==> config.mk <==
export PLATFORM = sky130hd
export DESIGN_NAME = bcd_wdog
export DESIGN_NICKNAME = d
export VERILOG_FILES = /design/src/rtl/wdog_pkg.sv /design/src/rtl/wdog_regs.sv /design/src/rtl/wdog_count.sv /design/src/rtl/wdog_irq.sv /design/src/rtl/bcd_wdog.sv
export SDC_FILE = /design/constraint.sdc
export NUM_CORES = 1
export LEC_CHECK = 0
export BUFFER_PORTS_ARGS = -buffer_cell sky130_fd_sc_hd__buf_2
export CAP_MARGIN = 20
export CORE_ASPECT_RATIO = 1.2
export CORE_MARGIN = 3
export CORE_UTILIZATION = 60
export DETAILED_ROUTE_END_ITERATION = 8
export GPL_TIMING_DRIVEN = 0
export PLACE_DENSITY_LB_ADDON = 0.2
export SYNTH_ARGS = -nofsm -noshare
export SYNTH_HDL_FRONTEND = slang
export SYNTH_SLANG_ARGS = --single-unit
==> constraint.sdc <==
create_clock -name clk -period 3.45 [get_ports clk]
set_input_delay 0.69 -clock clk [delete_from_list [all_inputs] [get_ports clk]]
set_output_delay 0.69 -clock clk [all_outputs]
set_load 0.02 [all_outputs]
==> src/rtl/wdog_pkg.sv <==
package wdog_pkg;
  localparam int DIGIT_W = 4;
  typedef logic [DIGIT_W-1:0] digit_t;

  // one BCD digit minus one, wrapping 0 to 9
  function automatic digit_t digit_dec(digit_t d);
    return (d == '0) ? digit_t'(9) : d - digit_t'(1);
  endfunction
endpackage

==> src/rtl/wdog_regs.sv <==
module wdog_regs #(
  parameter int BYTE_W = 8,
  parameter int NREG   = 2,
  localparam int AW    = (NREG > 1) ? $clog2(NREG) : 1
) (
  input  logic                   clk,
  input  logic                   rst,
  input  logic                   sel,
  input  logic                   wr,
  input  logic [AW-1:0]          addr,
  input  logic [BYTE_W-1:0]      wdata,
  output logic [BYTE_W-1:0]      rdata_q,
  output logic [NREG*BYTE_W-1:0] period_next
);
  logic [BYTE_W-1:0] regs_q [NREG];

  for (genvar i = 0; i < NREG; i++) begin : g_reg
    logic hit_w;
    assign hit_w = sel && wr && (addr == AW'(i));
    assign period_next[i*BYTE_W +: BYTE_W] = hit_w ? wdata : regs_q[i];
    always_ff @(posedge clk) begin
      if (rst)        regs_q[i] <= '0;
      else if (hit_w) regs_q[i] <= wdata;
    end
  end

  always_ff @(posedge clk) begin
    if (rst)              rdata_q <= '0;
    else if (sel && !wr)  rdata_q <= regs_q[addr];
  end


  rdata_hold_chk: assert property (@(posedge clk) disable iff (rst)
    !(sel && !wr) |=> $stable(rdata_q));

  other_reg_keep_chk: assert property (@(posedge clk) disable iff (rst)
    (sel && wr && addr == AW'(0)) |=> $stable(regs_q[NREG-1]));
endmodule

==> src/rtl/wdog_count.sv <==
module wdog_count
  import wdog_pkg::*;
#(
  parameter int DIGITS = 4,
  localparam int CW    = DIGITS * DIGIT_W
) (
  input  logic          clk,
  input  logic          rst,
  input  logic          tick,
  input  logic          load,
  input  logic [CW-1:0] load_val,
  output logic          hit,
  output logic          expire_q
);
  logic [CW-1:0]     cnt_q;
  logic [CW-1:0]     dec_val;
  logic [DIGITS-1:0] borrow;

  assign borrow[0] = 1'b1;
  for (genvar i = 0; i < DIGITS; i++) begin : g_dig
    digit_t d;
    assign d = cnt_q[i*DIGIT_W +: DIGIT_W];
    assign dec_val[i*DIGIT_W +: DIGIT_W] = borrow[i] ? digit_dec(d) : d;
    if (i < DIGITS - 1) begin : g_bor
      assign borrow[i+1] = borrow[i] & (d == '0);
    end
  end

  assign hit = tick && !load && (cnt_q == CW'(1));

  always_ff @(posedge clk) begin
    if (rst) begin
      cnt_q    <= '0;
      expire_q <= 1'b0;
    end else begin
      expire_q <= hit;
      if (load || hit)
        cnt_q <= load_val;
      else if (tick && (cnt_q != '0))
        cnt_q <= dec_val;
    end
  end


  hold_no_tick_chk: assert property (@(posedge clk) disable iff (rst)
    (!tick && !load) |=> $stable(cnt_q));

  expire_src_chk: assert property (@(posedge clk) disable iff (rst)
    $rose(expire_q) |-> ($past(tick) && !$past(load)));

  reload_on_expire_chk: assert property (@(posedge clk) disable iff (rst)
    expire_q |-> (cnt_q == $past(load_val)));

  zero_idle_chk: assert property (@(posedge clk) disable iff (rst)
    (cnt_q == '0 && !load) |=> (cnt_q == '0 && !expire_q));
endmodule

==> src/rtl/wdog_irq.sv <==
module wdog_irq (
  input  logic clk,
  input  logic rst,
  input  logic set,
  input  logic clr,
  output logic flag_q,
  output logic irq_n_q
);
  always_ff @(posedge clk) begin
    if (rst || clr) begin
      flag_q  <= 1'b0;
      irq_n_q <= 1'b1;
    end else if (set) begin
      flag_q  <= 1'b1;
      irq_n_q <= 1'b0;
    end
  end


  irq_flag_pair_chk: assert property (@(posedge clk) disable iff (rst)
    irq_n_q == !flag_q);

  flag_sticky_chk: assert property (@(posedge clk) disable iff (rst)
    (flag_q && !clr) |=> flag_q);

  access_clears_chk: assert property (@(posedge clk) disable iff (rst)
    clr |=> (!flag_q && irq_n_q));
endmodule

==> src/rtl/bcd_wdog.sv <==
module bcd_wdog
  import wdog_pkg::*;
#(
  parameter int DIGITS = 4,
  parameter int BYTE_W = 8,
  localparam int NREG  = (DIGITS * DIGIT_W) / BYTE_W,
  localparam int AW    = (NREG > 1) ? $clog2(NREG) : 1
) (
  input  logic              clk,
  input  logic              rst,
  input  logic              tick_100hz,
  input  logic              reg_sel,
  input  logic              reg_wr,
  input  logic [AW-1:0]     reg_addr,
  input  logic [BYTE_W-1:0] reg_wdata,
  output logic [BYTE_W-1:0] reg_rdata,
  output logic              expire_pulse,
  output logic              wd_flag,
  output logic              wd_irq_n
);
  logic [NREG*BYTE_W-1:0] period_next;
  logic                   hit;

  wdog_regs #(.BYTE_W(BYTE_W), .NREG(NREG)) u_regs (
    .clk(clk), .rst(rst), .sel(reg_sel), .wr(reg_wr), .addr(reg_addr),
    .wdata(reg_wdata), .rdata_q(reg_rdata), .period_next(period_next)
  );

  wdog_count #(.DIGITS(DIGITS)) u_count (
    .clk(clk), .rst(rst), .tick(tick_100hz), .load(reg_sel),
    .load_val(period_next), .hit(hit), .expire_q(expire_pulse)
  );

  wdog_irq u_irq (
    .clk(clk), .rst(rst), .set(hit), .clr(reg_sel),
    .flag_q(wd_flag), .irq_n_q(wd_irq_n)
  );


  pulse_sets_flag_chk: assert property (@(posedge clk) disable iff (rst)
    expire_pulse |-> wd_flag);
endmodule

---- Word level (Yosys, flattened, before mapping) ----
Memory sizes are Yosys's and may differ from the RTL's. A register that Yosys moved wholly into a read port is not among the register bits.
Cells that the tools add are included.
storage, ports and cells
  bits in registers ....................... 19
  memory bits (writable) .................. 16
  input port bits ......................... 14
  output and inout bits ................... 11
  logic and storage cells ................. 62
  memories ................................ 1
cells by class
  $add $sub $neg .......................... 4
  equal/unequal tests ..................... 1
  mux-type cells .......................... 21
  bitwise logic cells ..................... 5
  reductions and logical operators ........ 23
memories
  name           words  width  rd ports  clocked after memory_dff  wr ports  RTL line         RTL
  u_regs.regs_q  2      8      3         1                         2         wdog_regs.sv:15  logic [BYTE_W-1:0] regs_q [NREG];
operator list
  cell                 number
  $mux 16              2
  $mux 8               4
  $mux 4               7
  $eq 16x1->1 const B  1
  $logic_not 4->1      4
  $reduce_bool 16->1   1
  $sub 4x1->4 const B  4
  $mux 1               8
  $reduce_bool 2->1    4
  $logic_and 1x1->1    7
  $reduce_and 2->1     3
  $and 1x1->1          2
  $logic_not 1->1      2
  $logic_or 1x1->1     2
  $or 1x1->1           2
  $not 1->1            1

---- Depth between registers and ports, before layout ----
  depth in word-level cells ............... 6
  depth in mapped cells ................... 7
  depth with buffers taken out ............ 5

---- Hierarchy ----
From an unflattened synthesis, not the netlist that was laid out.
second synthesis, totals
  cell total of the unflattened synthesis .. 228
  area, all modules ....................... 2,301.0 sq um
modules (own cells, without submodules)
  module      instances  cells each  area each (sq um)  sequential area each (sq um)
  wdog_regs   1          93          1,218.7            640.6
  wdog_count  1          129         1,019.7            340.3
  wdog_irq    1          6           62.6               40.0

---- Least setup slack after synthesis ----
OpenSTA, ideal clock, no wires.
  kind .................................... in2reg
  from .................................... in tick_100hz
  to ...................................... reg u_count.cnt_q[13]
  library setup time ...................... 0.088 ns
  data arrival time ....................... 1.870 ns
  required time ........................... 3.362 ns
  setup slack ............................. 1.492 ns
  stages on the path ...................... 4
  buffers on the path ..................... 0
  path through ............................ nor3b_2 nand4_1 or4_1 a311oi_2
between the ends
  word-level cells in the longest chain between the ends .. 5
  elaborated cells between the ends (all ways) .. 8
  those cells by class .................... 1 x mux; 7 x reduce/logical
ends and longest elaborated chain
  item                                RTL line          RTL
  start: declaration                  bcd_wdog.sv:11    input logic tick_100hz,
  $logic_and 1x1->1 (2 in a row)      wdog_count.sv:29  assign hit = tick && !load && (cnt_q == CW'(1));
  $logic_or 1x1->1                    wdog_count.sv:37  if (load || hit)
  $reduce_bool 2->1 (no source line)  n/a
  $reduce_and 2->1 (no source line)   n/a
  end signal: assignment              wdog_count.sv:38  cnt_q <= load_val;
  end signal: assignment              wdog_count.sv:40  cnt_q <= dec_val;
  end: declaration                    wdog_count.sv:15  logic [CW-1:0] cnt_q;
Several ways; a longest one is shown, not always the timed one.
A chain may end at the register's enable or synchronous reset.

---- Final worst setup path ----
  from .................................... reg u_count.cnt_q[12]
  to ...................................... reg u_count.cnt_q[9]
between the ends
  word-level cells in the longest chain between the ends .. 5
  elaborated cells between the ends (all ways) .. 9
  those cells by class .................... 1 x eq/ne; 1 x mux; 7 x reduce/logical
ends and longest elaborated chain
  item                                RTL line
  $eq 16x1->1                         wdog_count.sv:29
  $logic_and 1x1->1                   wdog_count.sv:29
  $logic_or 1x1->1                    wdog_count.sv:37
  $reduce_bool 2->1 (no source line)  n/a
  $reduce_and 2->1 (no source line)   n/a
Several ways; a longest one is shown, not always the timed one.

==> results.py <==
metrics = {
    "setup_path": {
        "cp-start-kind": "flop",
        "endpoint_kind": "flop",
        "worst-setup-path-type": "flop to flop",
        "required_ns": 3.60,
        "cp.arrival_ns": 2.28,
        "path_max_fanout": 10,
    },
    "synth": {
        "synth_warnings": 0,
        "synth_cell_type_count": 37,
        "postSynthAreaPerCell_um2": 10.6,
        "synth_common_cells": "35 x nor2_1, 27 x dfxtp_1, 17 x and2_1",
        "yosysTopAreaCell": "dfxtp_1",
        "synth.area.top_cells": "dfxtp_1 24%, edfxtp_1 22%, mux2_2 7.6%",
        "syn-num-nets": 224,
        "synth_cells": 210,
        "yosysSeqAreaShare_pct": 45.8,
        "async_reset_ff_share_pct": 0,
        "synth_most_common_cell": "nor2_1",
        "synth_compound_area_share_pct": 16.1,
        "yosysTopAreaCellShare_pct": 24.2,
        "yosys-mux-area-fraction_pct": 13.0,
        "synth_edf_count": 16,
        "netlist_area_um2": 2230,
        "synth_top_family_by_area": "simple AND/OR/NAND/NOR gates",
        "synthSimpleGateAreaFrac_pct": 21.4,
        "synthFlopType": "dfxtp_1",
        "synthAdderAreaFrac_pct": 0,
        "synth-xor-area-share_pct": 0.785,
        "ys_ff_latch": 43,
    },
    "global_route": {
        "grt_pass1_vias": 1689,
        "grt_max_degree": 13,
        "antenna_found_initial": 0,
        "grt_pass1_wl_um": 7990,
        "grt-ovfl-total": 0,
        "track_usage_pct": 24.3,
    },
    "final_layout": {
        "drive_above_1_share_pct": 28.3,
        "nNetsFinal": 253,
        "multiInputGateArea_um2": 1140,
        "final_area_um2": 2470,
        "antenna-diode-count": 0,
        "area_delta_synth_final_pct": 10.6,
        "fillers": 268,
        "area.sequential_um2": 1020,
        "final_util_pct": 71.4,
    },
    "routing": {
        "drt_wl_total_um": 4810,
        "ant_nets": 0,
        "first_pass_iters": 4,
        "drt_iter0_drc": 131,
        "vias_per_cell": 6.12,
        "route.detailed.drc": 0,
        "wl_per_cell_um": 17.4,
        "via_count": 1694,
    },
    "floorplan": {
        "dieArea_um2": 4490,
        "rows": 23,
        "core_area_um2": 3450,
        "start_util_pct": 64.6,
        "die_width_um": 61.7,
        "fp.dieH_um": 72.8,
        "top_level_ports": 25,
    },
    "run": {
        "drv_cap": 0,
    },
    "placement": {
        "gp_congestion": 0.847,
        "place_area_um2": 2390,
        "dp_hpwl_um": 3600,
        "portBuffers": 22,
    },
    "clock_network": {
        "numCtsBuffers": 5,
        "htree_levels": 2,
        "hold_buffers": 0,
        "postCtsSetupBuffers": 0,
        "clock-sinks": 43,
        "clock_latency_ns": 0.29,
        "cts.path.max_buffers": 2,
        "cts_root_buf": "clkbuf_8",
        "cts_resized": 0,
        "cts_tree": "done",
        "clk_pin_slew_worst_paths_ns": 0.07,
    },
    "sta": {
        "worstMarginPinSlew_ns": 0.645,
        "max_freq_ghz": 0.469,
        "drv_slew": 0,
        "period_minus_slack_ns": 2.13,
        "finalHoldViolCount": 0,
        "setup_viol": 0,
        "finalCritPeriodShare_pct": 61.8,
        "slew_headroom_pct": 57.0,
        "tns_ns": 0,
        "grt_setup_unrepaired": "false",
        "clock_skew_ns": 0.00427,
    },
    "power_and_ir_drop": {
        "leakage_uw": 0.000927,
        "peakVddDrop_uv": 308,
        "power.density_nw_per_um2": 439,
    },
    "run_status": {
        "status": "finished clean",
    },
    "hold_path": {
        "holdCritPathClass": "flop to flop",
    },
}
-- critical path: stages, from the launching register on --
cell,delay [ns]
dfxtp_1,0.38
nor4_4,0.40
nand4_2,0.23
o41a_1,0.49
buf_2,0.20
nor2_1,0.20
a311oi_2,0.07
-- power by group --
| group | switching, uW | total (uW) | internal [uW] |
|---|---|---|---|
| Combinational | 108 | 186 | 77.6 |
| Clock | 162 | 300 | 138 |
| Sequential | 32.9 | 596 | 563 |
| Total | 303 | 1080 | 779 |
-- worst paths after layout --
path | from | endpoint | slack [ns] | cells after the start
setup / recovery | u_count.cnt_q[12]$_SDFFE_PP0P_ | u_count.cnt_q[9]$_SDFFE_PP0P_ | 1.32 | 6
hold reg to reg | u_irq.irq_n_q$_SDFFE_PP1P_ | u_irq.irq_n_q$_SDFFE_PP1P_ | 0.46 | 1
setup reg to reg | u_count.cnt_q[12]$_SDFFE_PP0P_ | u_count.cnt_q[9]$_SDFFE_PP0P_ | 1.32 | 6
hold / removal | u_irq.irq_n_q$_SDFFE_PP1P_ | u_irq.irq_n_q$_SDFFE_PP1P_ | 0.46 | 1
-- cells by family after synthesis --
family,Yosys count
xor gates and xnor gates,2
and+or+nand+nor,86
AOI/OAI and AO/OA,39
muxes,27
DFF,43
buffers and inverters,13
-- placed cells by master (no fill, tap or decap), types with 8 or more instances in the layout --
cell,count
a211oi_2,11
and2_1,17
edfxtp_1,16
a211oi_1,9
mux2i_1,12
mux2_2,15
nor3_1,8
dfxtp_1,27
nor2_1,35
buf_2,25
-- final cells by class --
type                            instances  area share, %
Sequential cell                        43           41.4
Buffer                                 10           2.28
Inverter                                3          0.456
Clock buffer                            6           2.94
Clock inverter                          2          0.304
Timing Repair Buffer                   22           4.46
Multi-Input combinational cell        154           46.3
Tap cell                               37           1.88
-- sequential cells by signal, summed over array words and instances (netlist names) --
signal and cells:
u_count.expire_q 1, u_regs.rdata_q 8, u_regs.regs_q 16, u_irq.irq_n_q 1, u_count.cnt_q 16, u_irq.flag_q 1
-- metrics by stage --
| step | total power (uW) | worst slack (ns) | hold WS (ns) | cells |
|---|---|---|---|---|
| CTS | 1090 | 1.33 | 0.464 | 277 |
| finish | 1080 | 1.32 | 0.459 | 277 |
| global route | 1130 | 1.09 | 0.482 | 277 |
| floorplan | 736 | 1.49 | 0.471 | 210 |
| detailed placement | 791 | 1.08 | 0.447 | 269 |
| global placement | 780 | 1.19 | 0.441 | 269 |
-- per-layer routing --
layer	track usage [%]	routed length, um	up-vias
met5	0	0	-
met4	7.08	35	0
met3	6.73	222	6
met2	40.7	2490	43
met1	29.9	2070	810
li1	-	-	835
Note: power is estimated with default switching activity, not from simulation.
